File: config.mk
export PLATFORM = sky130hd
export DESIGN_NAME = hpi_access_master
export DESIGN_NICKNAME = d
export VERILOG_FILES = /design/src/rtl/hpim_pkg.sv /design/src/rtl/hpim_cycle_engine.sv /design/src/rtl/hpim_sequencer.sv /design/src/rtl/hpi_access_master.sv
export SDC_FILE = /design/constraint.sdc
export NUM_CORES = 1
export LEC_CHECK = 0
export BUFFER_PORTS_ARGS = -buffer_cell sky130_fd_sc_hd__buf_2
export CAP_MARGIN = 20
export CORE_UTILIZATION = 49
export DETAILED_ROUTE_END_ITERATION = 12
export GPL_ROUTABILITY_DRIVEN = 0
export PLACE_DENSITY_LB_ADDON = 0.2
export SLEW_MARGIN = 20
export SYNTH_ARGS = -nofsm -noshare
export SYNTH_HDL_FRONTEND = slang
export SYNTH_HIERARCHICAL = 1
export SYNTH_SLANG_ARGS = --single-unit
File: constraint.sdc
create_clock -name clk -period 1.93 [get_ports clk]
set_input_delay 0.386 -clock clk [delete_from_list [all_inputs] [get_ports clk]]
set_output_delay 0.386 -clock clk [all_outputs]
set_load 0.01 [all_outputs]
File: src/rtl/hpim_pkg.sv
// Shared opcodes, sequencer states and port register indices for the
// host port access master. Assumes a 4-entry register window on the port.
package hpim_pkg;
    typedef enum logic [3:0] {
        OP_RD   = 4'd0,
        OP_WR   = 4'd1,
        OP_BWR  = 4'd2,
        OP_BRD  = 4'd3,
        OP_SET  = 4'd4,
        OP_CLR  = 4'd5,
        OP_MBRD = 4'd6,
        OP_MBWR = 4'd7,
        OP_STAT = 4'd8
    } op_e;

    typedef enum logic [2:0] {
        ST_IDLE, ST_ADDR, ST_DATA, ST_READDR, ST_WBACK, ST_DIRECT, ST_DONE
    } seq_state_e;

    localparam logic [1:0] IDX_DATA = 2'd0;
    localparam logic [1:0] IDX_MBOX = 2'd1;
    localparam logic [1:0] IDX_ADDR = 2'd2;
    localparam logic [1:0] IDX_STAT = 2'd3;
endpackage

File: src/rtl/hpim_cycle_engine.sv
// Port cycle engine: runs one port access per accepted request. Holds the
// strobe for STROBE_CLKS clocks, captures read data on the last strobe clock
// and pulses ack. It stays busy so that the next strobe start is at least
// GAP_CLKS clocks after this one. Assumes req is held until accepted.
module hpim_cycle_engine #(
    parameter int GAP_CLKS    = 13,
    parameter int STROBE_CLKS = 3,
    parameter int DW          = 16
) (
    input  logic          clk,
    input  logic          rst_n,
    input  logic          req,
    input  logic          req_rnw,
    input  logic [1:0]    req_idx,
    input  logic [DW-1:0] req_wdata,
    output logic          ready,
    output logic          ack,
    output logic [DW-1:0] ack_rdata,
    output logic [1:0]    port_idx,
    output logic          port_cs,
    output logic          port_rd,
    output logic          port_wr,
    output logic [DW-1:0] port_wdata,
    input  logic [DW-1:0] port_rdata
);
    localparam int CYC_CLKS = (GAP_CLKS - 1 > STROBE_CLKS + 1) ? GAP_CLKS - 1 : STROBE_CLKS + 1;
    localparam int CW       = $clog2(CYC_CLKS + 1);

    logic          busy_q;
    logic [CW-1:0] cnt_q;
    logic          accept;

    assign ready  = !busy_q;
    assign accept = req && !busy_q;

    // Launch, time and retire one port access.
    always_ff @(posedge clk) begin
        if (!rst_n) begin
            busy_q     <= 1'b0;
            cnt_q      <= '0;
            ack        <= 1'b0;
            ack_rdata  <= '0;
            port_idx   <= 2'd0;
            port_cs    <= 1'b0;
            port_rd    <= 1'b0;
            port_wr    <= 1'b0;
            port_wdata <= '0;
        end else begin
            ack <= 1'b0;
            if (accept) begin
                busy_q     <= 1'b1;
                cnt_q      <= '0;
                port_cs    <= 1'b1;
                port_rd    <= req_rnw;
                port_wr    <= !req_rnw;
                port_idx   <= req_idx;
                port_wdata <= req_wdata;
            end else if (busy_q) begin
                cnt_q <= cnt_q + 1'b1;
                if (cnt_q == CW'(STROBE_CLKS - 1)) begin
                    port_cs   <= 1'b0;
                    port_rd   <= 1'b0;
                    port_wr   <= 1'b0;
                    ack       <= 1'b1;
                    ack_rdata <= port_rdata;
                end
                if (cnt_q == CW'(CYC_CLKS - 1)) begin
                    busy_q <= 1'b0;
                end
            end
        end
    end

    // Checker state: clocks since the last strobe start, saturating at GAP_CLKS.
    localparam int SW = $clog2(GAP_CLKS + 1);
    logic [SW-1:0] since_q;
    always_ff @(posedge clk) begin
        if (!rst_n) begin
            since_q <= SW'(GAP_CLKS);
        end else if (accept) begin
            since_q <= SW'(1);
        end else if (since_q < SW'(GAP_CLKS)) begin
            since_q <= since_q + 1'b1;
        end
    end

    assert_spacing_R2: assert property (@(posedge clk) disable iff (!rst_n)
        accept |-> since_q >= SW'(GAP_CLKS));
    assert_no_dual_strobe_R2: assert property (@(posedge clk) disable iff (!rst_n)
        !(port_rd && port_wr));
    assert_ack_after_strobe_R2: assert property (@(posedge clk) disable iff (!rst_n)
        ack |-> !port_rd && !port_wr && $past(port_cs));
endmodule

File: src/rtl/hpim_sequencer.sv
// Command sequencer: accepts one command at a time and steps it through its
// address phase, data phase and (for bit operations) a re-address and
// write-back phase. It issues each access to the cycle engine and waits for
// its ack. Assumes the engine enforces all cycle timing.
module hpim_sequencer
    import hpim_pkg::*;
#(
    parameter int AW    = 16,
    parameter int DW    = 16,
    parameter int CNT_W = 8
) (
    input  logic             clk,
    input  logic             rst_n,
    input  logic             cmd_valid,
    output logic             cmd_ready,
    input  logic [3:0]       cmd_op,
    input  logic [AW-1:0]    cmd_addr,
    input  logic [DW-1:0]    cmd_arg,
    input  logic [CNT_W-1:0] cmd_len,
    output logic             wr_take,
    input  logic [DW-1:0]    wr_word,
    output logic             rd_valid,
    output logic [DW-1:0]    rd_data,
    output logic             done,
    output logic             eng_req,
    output logic             eng_rnw,
    output logic [1:0]       eng_idx,
    output logic [DW-1:0]    eng_wdata,
    input  logic             eng_ready,
    input  logic             eng_ack,
    input  logic [DW-1:0]    eng_rdata
);
    seq_state_e       state_q;
    op_e              op_q;
    logic [AW-1:0]    addr_q;
    logic [DW-1:0]    arg_q;
    logic [DW-1:0]    old_q;
    logic [CNT_W-1:0] rem_q;
    logic             pend_q;
    logic             issuing;
    logic             is_rmw;
    op_e              new_op;

    assign new_op    = op_e'(cmd_op);
    assign cmd_ready = (state_q == ST_IDLE);
    assign done      = (state_q == ST_DONE);
    assign is_rmw    = (op_q == OP_SET) || (op_q == OP_CLR);
    assign issuing   = (state_q == ST_ADDR) || (state_q == ST_DATA) || (state_q == ST_READDR)
                    || (state_q == ST_WBACK) || (state_q == ST_DIRECT);
    assign eng_req   = issuing && !pend_q && eng_ready;
    assign wr_take   = eng_req && (state_q == ST_DATA) && (op_q == OP_BWR);

    // Select index, direction and write data for the access of the current phase.
    always_comb begin
        eng_rnw   = 1'b0;
        eng_idx   = IDX_DATA;
        eng_wdata = arg_q;
        case (state_q)
            ST_ADDR, ST_READDR: begin
                eng_idx   = IDX_ADDR;
                eng_wdata = DW'(addr_q);
            end
            ST_DATA: begin
                eng_rnw   = (op_q == OP_RD) || (op_q == OP_BRD) || is_rmw;
                eng_wdata = (op_q == OP_BWR) ? wr_word : arg_q;
            end
            ST_WBACK: begin
                eng_wdata = (op_q == OP_SET) ? (old_q | arg_q) : (old_q & ~arg_q);
            end
            ST_DIRECT: begin
                eng_rnw = (op_q != OP_MBWR);
                eng_idx = (op_q == OP_STAT) ? IDX_STAT : IDX_MBOX;
            end
            default: ;
        endcase
    end

    // Advance the command through its phases and collect read words.
    always_ff @(posedge clk) begin
        if (!rst_n) begin
            state_q  <= ST_IDLE;
            op_q     <= OP_RD;
            addr_q   <= '0;
            arg_q    <= '0;
            old_q    <= '0;
            rem_q    <= '0;
            pend_q   <= 1'b0;
            rd_valid <= 1'b0;
            rd_data  <= '0;
        end else begin
            rd_valid <= 1'b0;
            if (eng_req) pend_q <= 1'b1;
            if (eng_ack) begin
                pend_q <= 1'b0;
                if (eng_rnw) begin
                    rd_valid <= 1'b1;
                    rd_data  <= eng_rdata;
                end
            end
            case (state_q)
                ST_IDLE: if (cmd_valid) begin
                    op_q   <= new_op;
                    addr_q <= cmd_addr;
                    arg_q  <= cmd_arg;
                    rem_q  <= (new_op == OP_BWR || new_op == OP_BRD) ? cmd_len : CNT_W'(1);
                    if ((new_op == OP_BWR || new_op == OP_BRD) && cmd_len == '0)
                        state_q <= ST_DONE;
                    else if (new_op == OP_MBRD || new_op == OP_MBWR || new_op == OP_STAT)
                        state_q <= ST_DIRECT;
                    else if (cmd_op > 4'd8)
                        state_q <= ST_DONE;
                    else
                        state_q <= ST_ADDR;
                end
                ST_ADDR:   if (eng_ack) state_q <= ST_DATA;
                ST_DATA:   if (eng_ack) begin
                    rem_q <= rem_q - 1'b1;
                    if (is_rmw) old_q <= eng_rdata;
                    if (rem_q == CNT_W'(1)) state_q <= is_rmw ? ST_READDR : ST_DONE;
                end
                ST_READDR: if (eng_ack) state_q <= ST_WBACK;
                ST_WBACK:  if (eng_ack) state_q <= ST_DONE;
                ST_DIRECT: if (eng_ack) state_q <= ST_DONE;
                default:   state_q <= ST_IDLE;
            endcase
        end
    end

    assert_one_cmd_R8: assert property (@(posedge clk) disable iff (!rst_n)
        cmd_valid && cmd_ready |=> !cmd_ready);
    assert_done_pulse_R8: assert property (@(posedge clk) disable iff (!rst_n)
        done |=> !done);
    assert_zero_burst_R9: assert property (@(posedge clk) disable iff (!rst_n)
        cmd_valid && cmd_ready && (cmd_op == 4'd2 || cmd_op == 4'd3) && cmd_len == '0
        |=> done && !eng_req);
    assert_wback_write_R6: assert property (@(posedge clk) disable iff (!rst_n)
        eng_req && state_q == ST_WBACK |-> !eng_rnw && eng_idx == IDX_DATA);
endmodule

File: src/rtl/hpi_access_master.sv
// Host port access master top: converts the reference spacing (REF_GAP
// periods of REF_HZ) into local clocks and connects the command sequencer to
// the port cycle engine. Assumes the port device needs only cycle spacing,
// not finer pin timing.
module hpi_access_master #(
    parameter int CLK_HZ      = 100_000_000,
    parameter int REF_HZ      = 48_000_000,
    parameter int REF_GAP     = 6,
    parameter int STROBE_CLKS = 3,
    parameter int AW          = 16,
    parameter int DW          = 16,
    parameter int CNT_W       = 8
) (
    input  logic             clk,
    input  logic             rst_n,
    input  logic             cmd_valid,
    output logic             cmd_ready,
    input  logic [3:0]       cmd_op,
    input  logic [AW-1:0]    cmd_addr,
    input  logic [DW-1:0]    cmd_arg,
    input  logic [CNT_W-1:0] cmd_len,
    output logic             wr_take,
    input  logic [DW-1:0]    wr_word,
    output logic             rd_valid,
    output logic [DW-1:0]    rd_data,
    output logic             done,
    output logic [1:0]       port_idx,
    output logic             port_cs,
    output logic             port_rd,
    output logic             port_wr,
    output logic [DW-1:0]    port_wdata,
    input  logic [DW-1:0]    port_rdata
);
    localparam int GAP_CLKS = int'((longint'(REF_GAP) * longint'(CLK_HZ) + longint'(REF_HZ) - 1)
                                   / longint'(REF_HZ));

    logic          eng_req, eng_rnw, eng_ready, eng_ack;
    logic [1:0]    eng_idx;
    logic [DW-1:0] eng_wdata, eng_rdata;

    hpim_sequencer #(.AW(AW), .DW(DW), .CNT_W(CNT_W)) seq_i (
        .clk(clk), .rst_n(rst_n),
        .cmd_valid(cmd_valid), .cmd_ready(cmd_ready), .cmd_op(cmd_op),
        .cmd_addr(cmd_addr), .cmd_arg(cmd_arg), .cmd_len(cmd_len),
        .wr_take(wr_take), .wr_word(wr_word),
        .rd_valid(rd_valid), .rd_data(rd_data), .done(done),
        .eng_req(eng_req), .eng_rnw(eng_rnw), .eng_idx(eng_idx), .eng_wdata(eng_wdata),
        .eng_ready(eng_ready), .eng_ack(eng_ack), .eng_rdata(eng_rdata)
    );

    hpim_cycle_engine #(.GAP_CLKS(GAP_CLKS), .STROBE_CLKS(STROBE_CLKS), .DW(DW)) eng_i (
        .clk(clk), .rst_n(rst_n),
        .req(eng_req), .req_rnw(eng_rnw), .req_idx(eng_idx), .req_wdata(eng_wdata),
        .ready(eng_ready), .ack(eng_ack), .ack_rdata(eng_rdata),
        .port_idx(port_idx), .port_cs(port_cs), .port_rd(port_rd), .port_wr(port_wr),
        .port_wdata(port_wdata), .port_rdata(port_rdata)
    );

    assert_reset_idle_R1: assert property (@(posedge clk)
        !rst_n |=> cmd_ready && !done && !port_cs);
endmodule

==> flow_summary.json <==
{
  "status": "finished with violations",
  "failed_checks": "setup timing",
  "hp-start": "port_rdata[14]",
  "fill_cells": 1022,
  "fp.dieH_um": 113,
  "drc": 0,
  "start_kind": "register",
  "synth_largest_area_cell": "dfxtp_1",
  "antenna_cells": 0,
  "vias": 5709,
  "crit_fanout": 2,
  "worst-path-buf-inv": 1,
  "final_nets": 937,
  "p_seq_share_pct": 30.7,
  "netlist_area_um2": 5990,
  "post-route-util_pct": 63.4,
  "avgSynthCellArea_um2": 8.16,
  "core_area_um2": 12000,
  "power_frac_clock_pct": 29.0,
  "power_density_nw_per_um2": 1480,
  "worstPathArrival_ps": 1640,
  "r2r-end": "eng_i/port_wdata[9]",
  "power_mw": 11.2,
  "synthToLayoutAreaGrowth_pct": 26.6,
  "dr.max_layer_used": "met5",
  "syn_inst": 734,
  "clkLatencyLatePin_ps": 410,
  "end_kind": "primary output",
  "crit_required_ps": 1540,
  "drtPass1Iterations": 6,
  "antenna_found_initial": 1,
  "comb_power_share_pct": 40.3,
  "grt_first_pass_wirelength_mm": 26.3,
  "synthSimpleGateAreaFrac_pct": 22.8,
  "dp.cells": 979,
  "grt_overflow": 0,
  "ys.flop_type": "dfxtp_1",
  "dp_hpwl_mm": 11.7,
  "p_leak_nw": 2.93,
  "synthArstFlopShare_pct": 0,
  "multiInputGateArea_um2": 3240,
  "cts_hold_buffers": 0,
  "clkSinkCount": 124,
  "path_clk_slew_ps": 50,
  "synth_warnings": 6,
  "setup_viol": 1,
  "routed-wl-met2_mm": 7.73,
  "synthXorXnorAreaFrac_pct": 1.02,
  "h-tree-depth": 4,
  "io_pins": 120,
  "cts-root-buf": "clkbuf_16",
  "placement_rows": 40,
  "synthTopCellsByArea": "dfxtp_1 (41%), nand2_1 (12%), a21boi_0 (7.6%), mux2i_1 (5.5%), o21ai_0 (3.3%)",
  "synth_top_area_share_pct": 41.4,
  "slew_violations": 0,
  "rrSetupSlack_ps": 40,
  "ys_ff_latch": 124,
  "holdPathEnd": "eng_i/ack_rdata[14]",
  "postRouteAntennaNets": 0,
  "layout.area.seq_um2": 2490,
  "seq_area_frac_synth_pct": 41.4,
  "io_buffers": 119,
  "hold_path_class": "input pin to register",
  "routedWlPerCell_um": 16.4,
  "die_area_um2": 12700,
  "fin_ws_ps": -97.6,
  "start_util_pct": 50.1,
  "clock_skew_ps": 4.31,
  "cts_tree": "yes",
  "period_share_pct": 105,
  "vdd_drop_max_mv": 0.711,
  "synth_top_family_by_area": "simple AND/OR/NAND/NOR gates",
  "cts_made_buffers": 17,
  "cpLargestDelayFamily": "simple AND/OR/NAND/NOR gates",
  "synth_edf_count": 0,
  "cap_violations": 0,
  "min_period_ps": 2030,
  "grt_pass1_vias": 5344,
  "grtUsageTotal_pct": 26.6,
  "setup_tns_ps": -97.6,
  "rsz0062_at_grt": "yes",
  "layout_common_cells": "nand2_1 (185), dfxtp_1 (120), buf_2 (118), a21boi_0 (50), nand3_1 (38)",
  "placed_area_um2": 6870,
  "internal_power_mw": 7.14,
  "synth_cell_types": 57,
  "wirelength_mm": 16.6,
  "p_sw_mw": 4.09,
  "grt_max_degree": 48,
  "fin_cells": 1013,
  "critical_path.cell_chain": "or4b_4, nor4_4, buf_2",
  "syn_nets": 817,
  "p_sw_share_pct": 36.4,
  "synth.area.mux_share_pct": 5.51,
  "critical-path-max-stage-delay_ps": 570,
  "drive_gt1_share_pct": 24.5,
  "initialDrtViolationCount": 418,
  "fin_area_um2": 7580,
  "layout_commonest_cell": "nand2_1",
  "critPathKind": "register to primary output",
  "reg2reg_depth": 10,
  "post_drt_via_cell_ratio": 5.64,
  "min_path_cells": 3,
  "clk_path_buf_depth": 2,
  "hold_viol_final": 0,
  "r2r_start": "seq_i/state_q[0]",
  "synth_compound_area_share_pct": 22.4,
  "wl_met1_mm": 7.29,
  "worstMarginPinSlew_ps": 580,
  "wl_met3_mm": 1.07,
  "die_w_um": 113,
  "slew_headroom_pct": 61.3,
  "max_clock_freq_ghz": 0.493,
  "cp_slowest_cell": "or4b_4",
  "synthAdderAreaFrac_pct": 0.835
}
## worst max-delay path by stage
stage / end / from / cells past startpoint / slack [ps]
finish: wr_take / seq_i/op_q[2] / 3 / -100
global route: wr_take / seq_i/op_q[2] / 3 / -140
CTS: wr_take / seq_i/op_q[2] / 4 / -310
detailed placement: eng_i/port_idx[0] / seq_i/state_q[0] / 8 / 10
global placement: wr_take / seq_i/op_q[3] / 5 / 30
floorplan: eng_i/port_idx[0] / seq_i/state_q[0] / 9 / 30
## per-layer routing
| layer | up-vias | GRT usage (%) |
|---|---|---|
| li1 | 2802 | - |
| met2 | 222 | 42.3 |
| met5 | - | 0 |
| met4 | 2 | 11.7 |
| met3 | 34 | 5.78 |
| met1 | 2649 | 34.9 |
## power by group through the flow
stage	combinational [mW]	sequential, mW	clock (mW)
2_1_floorplan	2.81	3.43	0
3_3_place_gp	4.17	3.43	0
3_5_place_dp	4.27	3.45	0
4_1_cts	4.34	3.41	3.29
5_1_grt	4.94	3.50	3.42
6_report	4.53	3.44	3.26
## metrics by stage
step / setup WS, ps / hold WS (ps)
2_1_floorplan: 33.0 / 434
3_3_place_gp: 31.6 / 445
3_5_place_dp: 14.3 / 443
4_1_cts: -314 / 180
5_1_grt: -142 / 208
6_report: -97.6 / 190
## kinds of logic (layout without fill, tap and decap cells)
| logic type | count (synthesis) | in the layout |
|---|---|---|
| AND/OR/NAND/NOR | 302 | 302 |
| flip-flops | 124 | 124 |
| XOR/XNOR | 7 | 7 |
| adder cells (fa/ha/maj) | 4 | 4 |
| buffers and inverters | 69 | 201 |
| AO/OA/AOI/OAI | 195 | 195 |
| multiplexers | 33 | 33 |
## sequential cells by signal, indices dropped and copies added, names as in the netlist
signal / count
eng_i/ack_rdata: 16
eng_i/port_wdata: 16
seq_i/addr_q: 16
seq_i/arg_q: 16
seq_i/old_q: 16
seq_i/rd_data: 16
seq_i/rem_q: 8
eng_i/cnt_q: 4
seq_i/op_q: 4
seq_i/state_q: 3
eng_i/port_idx: 2
eng_i/ack: 1
eng_i/busy_q: 1
eng_i/port_cs: 1
eng_i/port_rd: 1
eng_i/port_wr: 1
seq_i/pend_q: 1
seq_i/rd_valid: 1
## cell type report
| cell class | count | area share, % |
|---|---|---|
| Sequential cell | 124 | 32.9 |
| Clock buffer | 26 | 7.11 |
| Tap cell | 147 | 2.43 |
| Timing Repair Buffer | 161 | 13.4 |
| Inverter | 9 | 0.446 |
| Clock inverter | 5 | 1.02 |
| Multi-Input combinational cell | 541 | 42.7 |
## synthesized netlist by cell type, types with 3 or more instances
cell / n
o21ai_1: 6
o21a_1: 18
a21oi_1: 7
mux2i_1: 33
o221ai_1: 16
clkbuf_1: 31
o21ai_0: 40
nor3b_1: 3
a21boi_0: 61
buf_2: 13
inv_1: 9
and2_1: 3
buf_4: 7
nand2b_1: 5
dfxtp_1: 124
a22o_1: 3
a22oi_1: 3
xnor2_1: 7
nand3_1: 38
ha_1: 4
nor2b_1: 7
o22ai_1: 17
nor4_1: 4
nand2_1: 185
o211ai_1: 3
buf_6: 7
nor3_1: 10
and3_1: 3
nor2_1: 27
a21boi_1: 9
## worst reg2reg max path, cell delays in order, from the launching register on
cell      delay (ps)
dfxtp_2          340
buf_6            120
buf_4            170
nor3b_4          230
buf_6            150
buf_6            130
o21ai_1           70
o221ai_1         210
o21a_1           190
nand2_1           70
a21boi_0         150
## timing repair
item	CTS	global route
setup buffers	1	3
setup endpoints to repair	4	42
pin swaps	2	10
resized for setup	6	34
hold endpoints to repair	0	0
cloned	0	1
Power figures use the tool's default switching activity.
